===== config.mk =====
export PLATFORM = sky130hd
export DESIGN_NAME = irq_claim_ctrl
export DESIGN_NICKNAME = d
export VERILOG_FILES = /design/src/rtl/irq_claim_pkg.sv /design/src/rtl/irq_claim_gate.sv /design/src/rtl/irq_claim_pick.sv /design/src/rtl/irq_claim_ctrl.sv
export SDC_FILE = /design/constraint.sdc
export NUM_CORES = 1
export LEC_CHECK = 0
export BUFFER_PORTS_ARGS = -buffer_cell sky130_fd_sc_hd__buf_2
export CORE_MARGIN = 1
export CORE_UTILIZATION = 52
export CTS_CLUSTER_DIAMETER = 60
export DETAILED_ROUTE_END_ITERATION = 10
export PLACE_DENSITY = 0.82
export SETUP_SLACK_MARGIN = 0.02
export SYNTH_ARGS = -nofsm -noshare
export SYNTH_HDL_FRONTEND = slang
export SYNTH_SLANG_ARGS = --single-unit

===== constraint.sdc =====
create_clock -name clk_i -period 12 [get_ports clk_i]
set_input_delay 1.2 -clock clk_i [delete_from_list [all_inputs] [get_ports clk_i]]
set_output_delay 1.2 -clock clk_i [all_outputs]
set_load 0.01 [all_outputs]

===== src/rtl/irq_claim_pkg.sv =====
`timescale 1ns/1ps
package irq_claim_pkg;

    // Register region an access decodes to.
    typedef enum logic [2:0] {
        RG_NONE,
        RG_PRIO,
        RG_PEND,
        RG_ENA,
        RG_THR,
        RG_CLAIM
    } region_e;

    // Result of address decode; indices are plain 32-bit values.
    typedef struct packed {
        region_e     rg;
        logic [31:0] src;
        logic [31:0] word;
        logic [31:0] ctx;
    } decode_t;

endpackage


===== src/rtl/irq_claim_gate.sv =====
`timescale 1ns/1ps
// Pending-bit capture: each bit follows its line on a level change,
// and a claim clears it while the line is unchanged.
module irq_claim_gate #(
    parameter int unsigned NUM_SRC = 8
) (
    input  logic               clk_i,
    input  logic               rst_ni,
    input  logic [NUM_SRC-1:0] lvl_i,
    input  logic [NUM_SRC-1:0] clr_i,
    output logic [NUM_SRC-1:0] pend_o
);

    typedef struct packed {
        logic [NUM_SRC-1:0] last;
        logic [NUM_SRC-1:0] pend;
    } gate_t;

    gate_t g_d, g_q;

    always_comb begin
        g_d      = g_q;
        g_d.last = lvl_i;
        for (int n = 0; n < int'(NUM_SRC); n++) begin
            if (n == 0) begin
                g_d.pend[n] = 1'b0;
            end else if (lvl_i[n] != g_q.last[n]) begin
                g_d.pend[n] = lvl_i[n];
            end else if (clr_i[n]) begin
                g_d.pend[n] = 1'b0;
            end
        end
    end

    always_ff @(posedge clk_i or negedge rst_ni) begin
        if (!rst_ni) begin
            g_q <= '0;
        end else begin
            g_q <= g_d;
        end
    end

    assign pend_o = g_q.pend;

    for (genvar n = 1; n < NUM_SRC; n++) begin : g_chk
        assert_pend_follows_R3 : assert property (@(posedge clk_i) disable iff (!rst_ni)
            (lvl_i[n] != g_q.last[n]) |=> (pend_o[n] == $past(lvl_i[n])));
        assert_claim_clears_R7 : assert property (@(posedge clk_i) disable iff (!rst_ni)
            (clr_i[n] && (lvl_i[n] == g_q.last[n])) |=> !pend_o[n]);
    end

    assert_src0_idle_R3 : assert property (@(posedge clk_i) disable iff (!rst_ni)
        !pend_o[0]);

endmodule


===== src/rtl/irq_claim_pick.sv =====
`timescale 1ns/1ps
// Per-context winner selection: highest priority above threshold,
// lowest ID on a tie, 0 when nothing qualifies.
module irq_claim_pick #(
    parameter int unsigned NUM_SRC = 8,
    parameter int unsigned PRIO_W  = 3,
    localparam int unsigned IDW    = $clog2(NUM_SRC)
) (
    input  logic [NUM_SRC-1:0]             pend_i,
    input  logic [NUM_SRC-1:0]             claimed_i,
    input  logic [NUM_SRC-1:0]             ena_i,
    input  logic [NUM_SRC-1:0][PRIO_W-1:0] prio_i,
    input  logic [PRIO_W-1:0]              thr_i,
    output logic [IDW-1:0]                 id_o
);

    logic [PRIO_W-1:0] best_p;

    always_comb begin
        id_o   = '0;
        best_p = thr_i;
        for (int n = 1; n < int'(NUM_SRC); n++) begin
            if (pend_i[n] && !claimed_i[n] && ena_i[n] && (prio_i[n] > best_p)) begin
                id_o   = IDW'(n);
                best_p = prio_i[n];
            end
        end
    end

endmodule


===== src/rtl/irq_claim_ctrl.sv =====
`timescale 1ns/1ps
module irq_claim_ctrl
    import irq_claim_pkg::*;
#(
    parameter int unsigned NUM_SRC    = 8,
    parameter int unsigned NUM_CTX    = 2,
    parameter int unsigned PRIO_W     = 3,
    parameter int unsigned NUM_LVL    = 7,
    parameter int unsigned AW         = 12,
    parameter int unsigned PRIO_BASE  = 'h000,
    parameter int unsigned PEND_BASE  = 'h080,
    parameter int unsigned ENA_BASE   = 'h100,
    parameter int unsigned ENA_STRIDE = 'h20,
    parameter int unsigned CTX_BASE   = 'h200,
    parameter int unsigned CTX_STRIDE = 'h10
) (
    input  logic               clk_i,
    input  logic               rst_ni,
    input  logic [NUM_SRC-1:0] irq_src_i,
    input  logic [AW-1:0]      bus_addr_i,
    input  logic               bus_wr_i,
    input  logic [31:0]        bus_wdata_i,
    input  logic               bus_rd_i,
    output logic [31:0]        bus_rdata_o,
    output logic [NUM_CTX-1:0] irq_req_o
);

    localparam int unsigned IDW      = $clog2(NUM_SRC);
    localparam int unsigned CTXW     = (NUM_CTX > 1) ? $clog2(NUM_CTX) : 1;
    localparam int unsigned BF_WORDS = (NUM_SRC + 31) / 32;
    localparam int unsigned PAD_W    = BF_WORDS * 32;
    localparam int unsigned ENA_SH   = $clog2(ENA_STRIDE);
    localparam int unsigned CTX_SH   = $clog2(CTX_STRIDE);

    typedef struct packed {
        logic [NUM_SRC-1:0][PRIO_W-1:0]  prio;
        logic [NUM_CTX-1:0][PRIO_W-1:0]  thr;
        logic [NUM_CTX-1:0][NUM_SRC-1:0] ena;
        logic [NUM_SRC-1:0]              claimed;
        logic [NUM_CTX-1:0]              irq;
    } state_t;

    state_t st_d, st_q;

    decode_t                      dec;
    logic [31:0]                  addr_w;
    logic [31:0]                  off_w;
    logic [NUM_SRC-1:0]           pend;
    logic [NUM_SRC-1:0]           claim_clr;
    logic [NUM_CTX-1:0][IDW-1:0]  sel_id;
    logic [IDW-1:0]               claim_id;
    logic [PAD_W-1:0]             pend_pad;
    logic [PAD_W-1:0]             rd_ena_pad;
    logic [CTXW-1:0]              dctx;
    logic [IDW-1:0]               dsrc;

    // ---------------------------------------------------------------
    // Address decode
    // ---------------------------------------------------------------
    always_comb begin
        addr_w = 32'(bus_addr_i);
        off_w  = '0;
        dec    = '{rg: RG_NONE, src: '0, word: '0, ctx: '0};
        if (addr_w[1:0] == 2'b00) begin
            if (addr_w >= PRIO_BASE && (addr_w - PRIO_BASE) < (NUM_SRC - 1) * 4) begin
                off_w   = addr_w - PRIO_BASE;
                dec.rg  = RG_PRIO;
                dec.src = (off_w >> 2) + 32'd1;
            end else if (addr_w >= PEND_BASE && (addr_w - PEND_BASE) < BF_WORDS * 4) begin
                off_w    = addr_w - PEND_BASE;
                dec.rg   = RG_PEND;
                dec.word = off_w >> 2;
            end else if (addr_w >= ENA_BASE && (addr_w - ENA_BASE) < NUM_CTX * ENA_STRIDE) begin
                off_w    = addr_w - ENA_BASE;
                dec.ctx  = off_w >> ENA_SH;
                dec.word = (off_w & (ENA_STRIDE - 1)) >> 2;
                if (dec.word < BF_WORDS) begin
                    dec.rg = RG_ENA;
                end
            end else if (addr_w >= CTX_BASE && (addr_w - CTX_BASE) < NUM_CTX * CTX_STRIDE) begin
                off_w   = addr_w - CTX_BASE;
                dec.ctx = off_w >> CTX_SH;
                if ((off_w & (CTX_STRIDE - 1)) == 32'd0) begin
                    dec.rg = RG_THR;
                end else if ((off_w & (CTX_STRIDE - 1)) == 32'd4) begin
                    dec.rg = RG_CLAIM;
                end
            end
        end
    end

    assign dctx = dec.ctx[CTXW-1:0];
    assign dsrc = dec.src[IDW-1:0];

    // ---------------------------------------------------------------
    // Pending capture and per-context selection
    // ---------------------------------------------------------------
    irq_claim_gate #(
        .NUM_SRC (NUM_SRC)
    ) u_gate (
        .clk_i  (clk_i),
        .rst_ni (rst_ni),
        .lvl_i  (irq_src_i),
        .clr_i  (claim_clr),
        .pend_o (pend)
    );

    for (genvar c = 0; c < NUM_CTX; c++) begin : g_ctx
        irq_claim_pick #(
            .NUM_SRC (NUM_SRC),
            .PRIO_W  (PRIO_W)
        ) u_pick (
            .pend_i    (pend),
            .claimed_i (st_q.claimed),
            .ena_i     (st_q.ena[c]),
            .prio_i    (st_q.prio),
            .thr_i     (st_q.thr[c]),
            .id_o      (sel_id[c])
        );
    end

    assign claim_id = sel_id[dctx];
    assign pend_pad = PAD_W'(pend);

    // ---------------------------------------------------------------
    // Read data
    // ---------------------------------------------------------------
    always_comb begin
        bus_rdata_o = '0;
        rd_ena_pad  = PAD_W'(st_q.ena[dctx]);
        if (bus_rd_i) begin
            unique case (dec.rg)
                RG_PRIO:  bus_rdata_o = 32'(st_q.prio[dsrc]);
                RG_PEND:  bus_rdata_o = pend_pad[dec.word*32 +: 32];
                RG_ENA:   bus_rdata_o = rd_ena_pad[dec.word*32 +: 32];
                RG_THR:   bus_rdata_o = 32'(st_q.thr[dctx]);
                RG_CLAIM: bus_rdata_o = 32'(claim_id);
                default:  bus_rdata_o = '0;
            endcase
        end
    end

    // ---------------------------------------------------------------
    // Next state
    // ---------------------------------------------------------------
    always_comb begin
        st_d      = st_q;
        claim_clr = '0;

        if (bus_rd_i && (dec.rg == RG_CLAIM) && (claim_id != '0)) begin
            st_d.claimed[claim_id] = 1'b1;
            claim_clr[claim_id]    = 1'b1;
        end

        if (bus_wr_i) begin
            unique case (dec.rg)
                RG_PRIO: begin
                    st_d.prio[dsrc] = bus_wdata_i[PRIO_W-1:0];
                end
                RG_ENA: begin
                    for (int n = 0; n < int'(NUM_SRC); n++) begin
                        if (32'(n / 32) == dec.word) begin
                            st_d.ena[dctx][n] = bus_wdata_i[n % 32];
                        end
                    end
                end
                RG_THR: begin
                    if (bus_wdata_i <= NUM_LVL) begin
                        st_d.thr[dctx] = bus_wdata_i[PRIO_W-1:0];
                    end
                end
                RG_CLAIM: begin
                    if (bus_wdata_i < NUM_SRC) begin
                        st_d.claimed[bus_wdata_i[IDW-1:0]] = 1'b0;
                    end
                end
                default: begin
                end
            endcase
        end

        for (int c = 0; c < int'(NUM_CTX); c++) begin
            st_d.irq[c] = (sel_id[c] != '0);
        end
    end

    always_ff @(posedge clk_i or negedge rst_ni) begin
        if (!rst_ni) begin
            st_q <= '0;
        end else begin
            st_q <= st_d;
        end
    end

    assign irq_req_o = st_q.irq;

    // ---------------------------------------------------------------
    // Assertions
    // ---------------------------------------------------------------
    assert_thr_reject_R5 : assert property (@(posedge clk_i) disable iff (!rst_ni)
        (bus_wr_i && (dec.rg == RG_THR) && (bus_wdata_i > NUM_LVL))
            |=> (st_q.thr == $past(st_q.thr)));

    assert_claim_marks_R7 : assert property (@(posedge clk_i) disable iff (!rst_ni)
        (bus_rd_i && (dec.rg == RG_CLAIM) && (claim_id != '0))
            |=> st_q.claimed[$past(claim_id)]);

    assert_unmapped_quiet_R10 : assert property (@(posedge clk_i) disable iff (!rst_ni)
        (bus_wr_i && (dec.rg == RG_NONE))
            |=> ($stable(st_q.prio) && $stable(st_q.ena) && $stable(st_q.thr)));

    for (genvar c = 0; c < NUM_CTX; c++) begin : g_ctx_chk
        assert_pick_eligible_R6 : assert property (@(posedge clk_i) disable iff (!rst_ni)
            (sel_id[c] != '0) |-> (pend[sel_id[c]] && !st_q.claimed[sel_id[c]] &&
                                   st_q.ena[c][sel_id[c]] &&
                                   (st_q.prio[sel_id[c]] > st_q.thr[c])));
        assert_irq_lags_R9 : assert property (@(posedge clk_i) disable iff (!rst_ni)
            1'b1 |=> (irq_req_o[c] == $past(sel_id[c] != '0)));
    end

endmodule


==> metrics <==
Overflow after GRT=0; Ys Warns=0; Crit Path Category=flip-flop to primary output; first-pass GRT wire length=26.3 mm; Cell Area, Synth=0.00581 mm²; main combinational cell family by area after synthesis=simple AND/OR/NAND/NOR gates; utilization after layout=0.596; commonest non-fill, non-tap cells in the layout=65 x dfrtp_1, 64 x buf_2, 59 x mux2_2; Adder-Cell Fraction of Synth Area=0.0918; clk_lat worst skew=0.36 ns; final hold vios=0; site row count=38; CTS tree=built; Crit. End Element=primary output; CP Data Required Time=10.80 ns; post-DP HPWL=12.5 mm; Max Cap Viol=0; fin crit share=0.952; drt via density=6.35; Ant. Diodes=0; initial antenna violation count=0; Avg WL per Cell=19.0 µm; first-pass iteration count of the detailed router=5; Setup-failing EPs final=0; post-synth cell types=69; Via Count=5479; height of the chip=108 µm; layout cells sized above 1=0.259; Setup TNS=0 ns; slowest CP cell=dfrtp_2; initial DRC count=498; Critical Path Most Common Cell=nor2_1; post-synthesis async set-or-reset flop share=1.00; cell count after synthesis=653; Post-route DRC=0; core area=0.0108 mm²; synthesized area per cell=8.89 µm²; Top Ports=90; H-tree levels=3; leak pwr=2.95 nW; VDD IR max=0.0000788 V; # nets final=815; Worst Clk Skew=0.00928 ns; crit path buf inv count=5; min setup slack post-route=0.579 ns; pin count of the biggest net entering global routing=70; PwrDens=72.1 mW/mm²; Pins Over Slew Limit=0; fin crit period=11.42 ns; CP top delay family=compound AO/OA/AOI/OAI gates; worst-case clock buffer depth=2; Post-synth EDFFs=0; commonest non-fill, non-tap cell in the layout=dfrtp_1; Area contributors post-synth=dfrtp_1 30%, mux2_2 11%, ha_1 8.8%, nor2_1 3.7%, nand2_1 3.4%; Num CTS Buffers=9; Synth Area in Compound Gates=0.184; vias in the first global route=5403; area leader, netlist=dfrtp_1; CTS Sinks=69; Die ar.=0.0116 mm²; fill count=915; share of the synthesized area in the top cell type=0.297; min-delay worst type=flip-flop to flip-flop; final wirelength=16.4 mm; Rel. slew slack=0.289; Worst-Margin Slew=1.06 ns; ys flop type=dfrtp_1; CP startpoint kind=flip-flop; Port Buf Inserts=64; Root Buffer=clkbuf_8; Die W=108 µm; Fin Hold WS=0.505 ns; CTS clk-pin slew, worst paths=0.08 ns; GPL Wtd Cong=0.988; area grow syn2layout=11.3%; outcome=completed; #FFs+latches synth=69; total track usage=0.295; sequential element share of the synthesized area=0.297; CP arrival=10.22 ns; Starting Density=0.536; Worst path max stage delay=0.43 ns; Synth Area in Simple Gates=0.194; Max Clock Freq=0.0876 GHz; Crit Path Max Fanout=6; Synth Area in XOR/XNOR=0.00151; mux cell area share after synthesis=0.159; dpl ws=0.395 ns; ANT nets after route=0
-- layer usage --
layer  share of wire  vias to the layer above  global-route usage
met5               0                        -                   0
met2            0.48                      321               0.498
li1                -                     2500                   -
met3           0.082                       61              0.0521
met1            0.41                     2597               0.368
met4           0.032                        0               0.132
-- layout make-up --
| cell class | count | area (µm²) | area share |
|---|---|---|---|
| clock inverters | 6 | 38.8 | 0.00600 |
| repair buffers | 78 | 425 | 0.0658 |
| clock buffers | 10 | 138 | 0.0213 |
| flip-flops and latches | 69 | 1730 | 0.268 |
| well taps | 140 | 175 | 0.0271 |
| multi-input cells | 522 | 3810 | 0.590 |
| inverters | 38 | 143 | 0.0221 |
-- worst register-to-register path, delay by kind of cell, from the launching register on --
kind | cells | cell delay [ns]
AOI/OAI and AO/OA | 18 | 3.73
adders and majority gates | 8 | 2.20
muxes | 6 | 2.18
and+or+nand+nor | 11 | 1.40
buffers and inverters | 5 | 0.58
DFF | 1 | 0.43
-- final timing paths --
path / startpoint / slack (ns) / to / cells after the start
max in group asynchronous: rst_ni / 10.33 / st_q[37] / 2
max: st_q[28] / 0.58 / bus_rdata_o[1] / 48
max reg2reg: st_q[28] / 1.38 / u_gate.pend_o[6] / 48
min in group asynchronous: rst_ni / 1.04 / u_gate.g_q[14] / 2
min: st_q[9] / 0.50 / st_q[9] / 1
min reg2reg: st_q[9] / 0.50 / st_q[9] / 1
-- flip-flops by register name, indices dropped and copies added (netlist names) --
| signal | count |
|---|---|
| u_gate.g_q | 7 |
| irq_req_o | 2 |
| u_gate.pend_o | 7 |
| st_q | 53 |
-- synth_stat cells, drive strengths merged, types with 3 or more instances --
| cell type | instances |
|---|---|
| inv | 38 |
| ha | 41 |
| o31ai | 14 |
| a22oi | 3 |
| nand4 | 4 |
| a21oi | 32 |
| nor2 | 57 |
| nand3 | 14 |
| o211ai | 8 |
| and3b | 4 |
| and3 | 9 |
| o21a | 4 |
| dfrtp | 69 |
| mux2i | 17 |
| nor2b | 7 |
| o21ai | 24 |
| nand2b | 9 |
| nor3 | 24 |
| a21o | 7 |
| a2bb2oi | 4 |
| mux2 | 63 |
| nand2 | 52 |
| a221oi | 4 |
| a211oi | 9 |
| nand4b | 3 |
| and2 | 7 |
| or2 | 3 |
| or3 | 6 |
| buf | 28 |
| o2111ai | 5 |
| nor4 | 12 |
| nand3b | 5 |
| a311oi | 6 |
| a21boi | 4 |
| a31oi | 5 |
| clkbuf | 19 |
-- report_power, final --
part / internal, mW / switching (mW) / leakage [nW]
sequential: 0.237 / 0.00434 / 0.913
clock: 0.0797 / 0.0919 / 0.0880
combinational: 0.0196 / 0.0339 / 1.95
total: 0.336 / 0.130 / 2.95
-- timing repair --
item                                    in CTS  in global routing
resized for setup                            0                 22
pin swaps                                    1                  3
buffers inserted                             0                  6
hold buffers                                 0                  0
endpoints found under the setup margin       1                  7
-- stage by stage --
| step | instances | power [mW] | cell area (µm²) |
|---|---|---|---|
| floorplan | 676 | 0.278 | 5890 |
| detailed placement | 841 | 0.298 | 6180 |
| global placement | 841 | 0.294 | 6180 |
| CTS | 857 | 0.469 | 6350 |
| global route | 863 | 0.484 | 6460 |
| finish | 863 | 0.466 | 6460 |
-- cell families after synthesis --
family / after synthesis
AOI/OAI and AO/OA: 149
xor gates and xnor gates: 1
buffers and inverters: 85
and+or+nand+nor: 223
adders and majority gates: 43
muxes: 82
other: 1
DFF: 69
No activity file was read; power rests on OpenSTA's default activity.
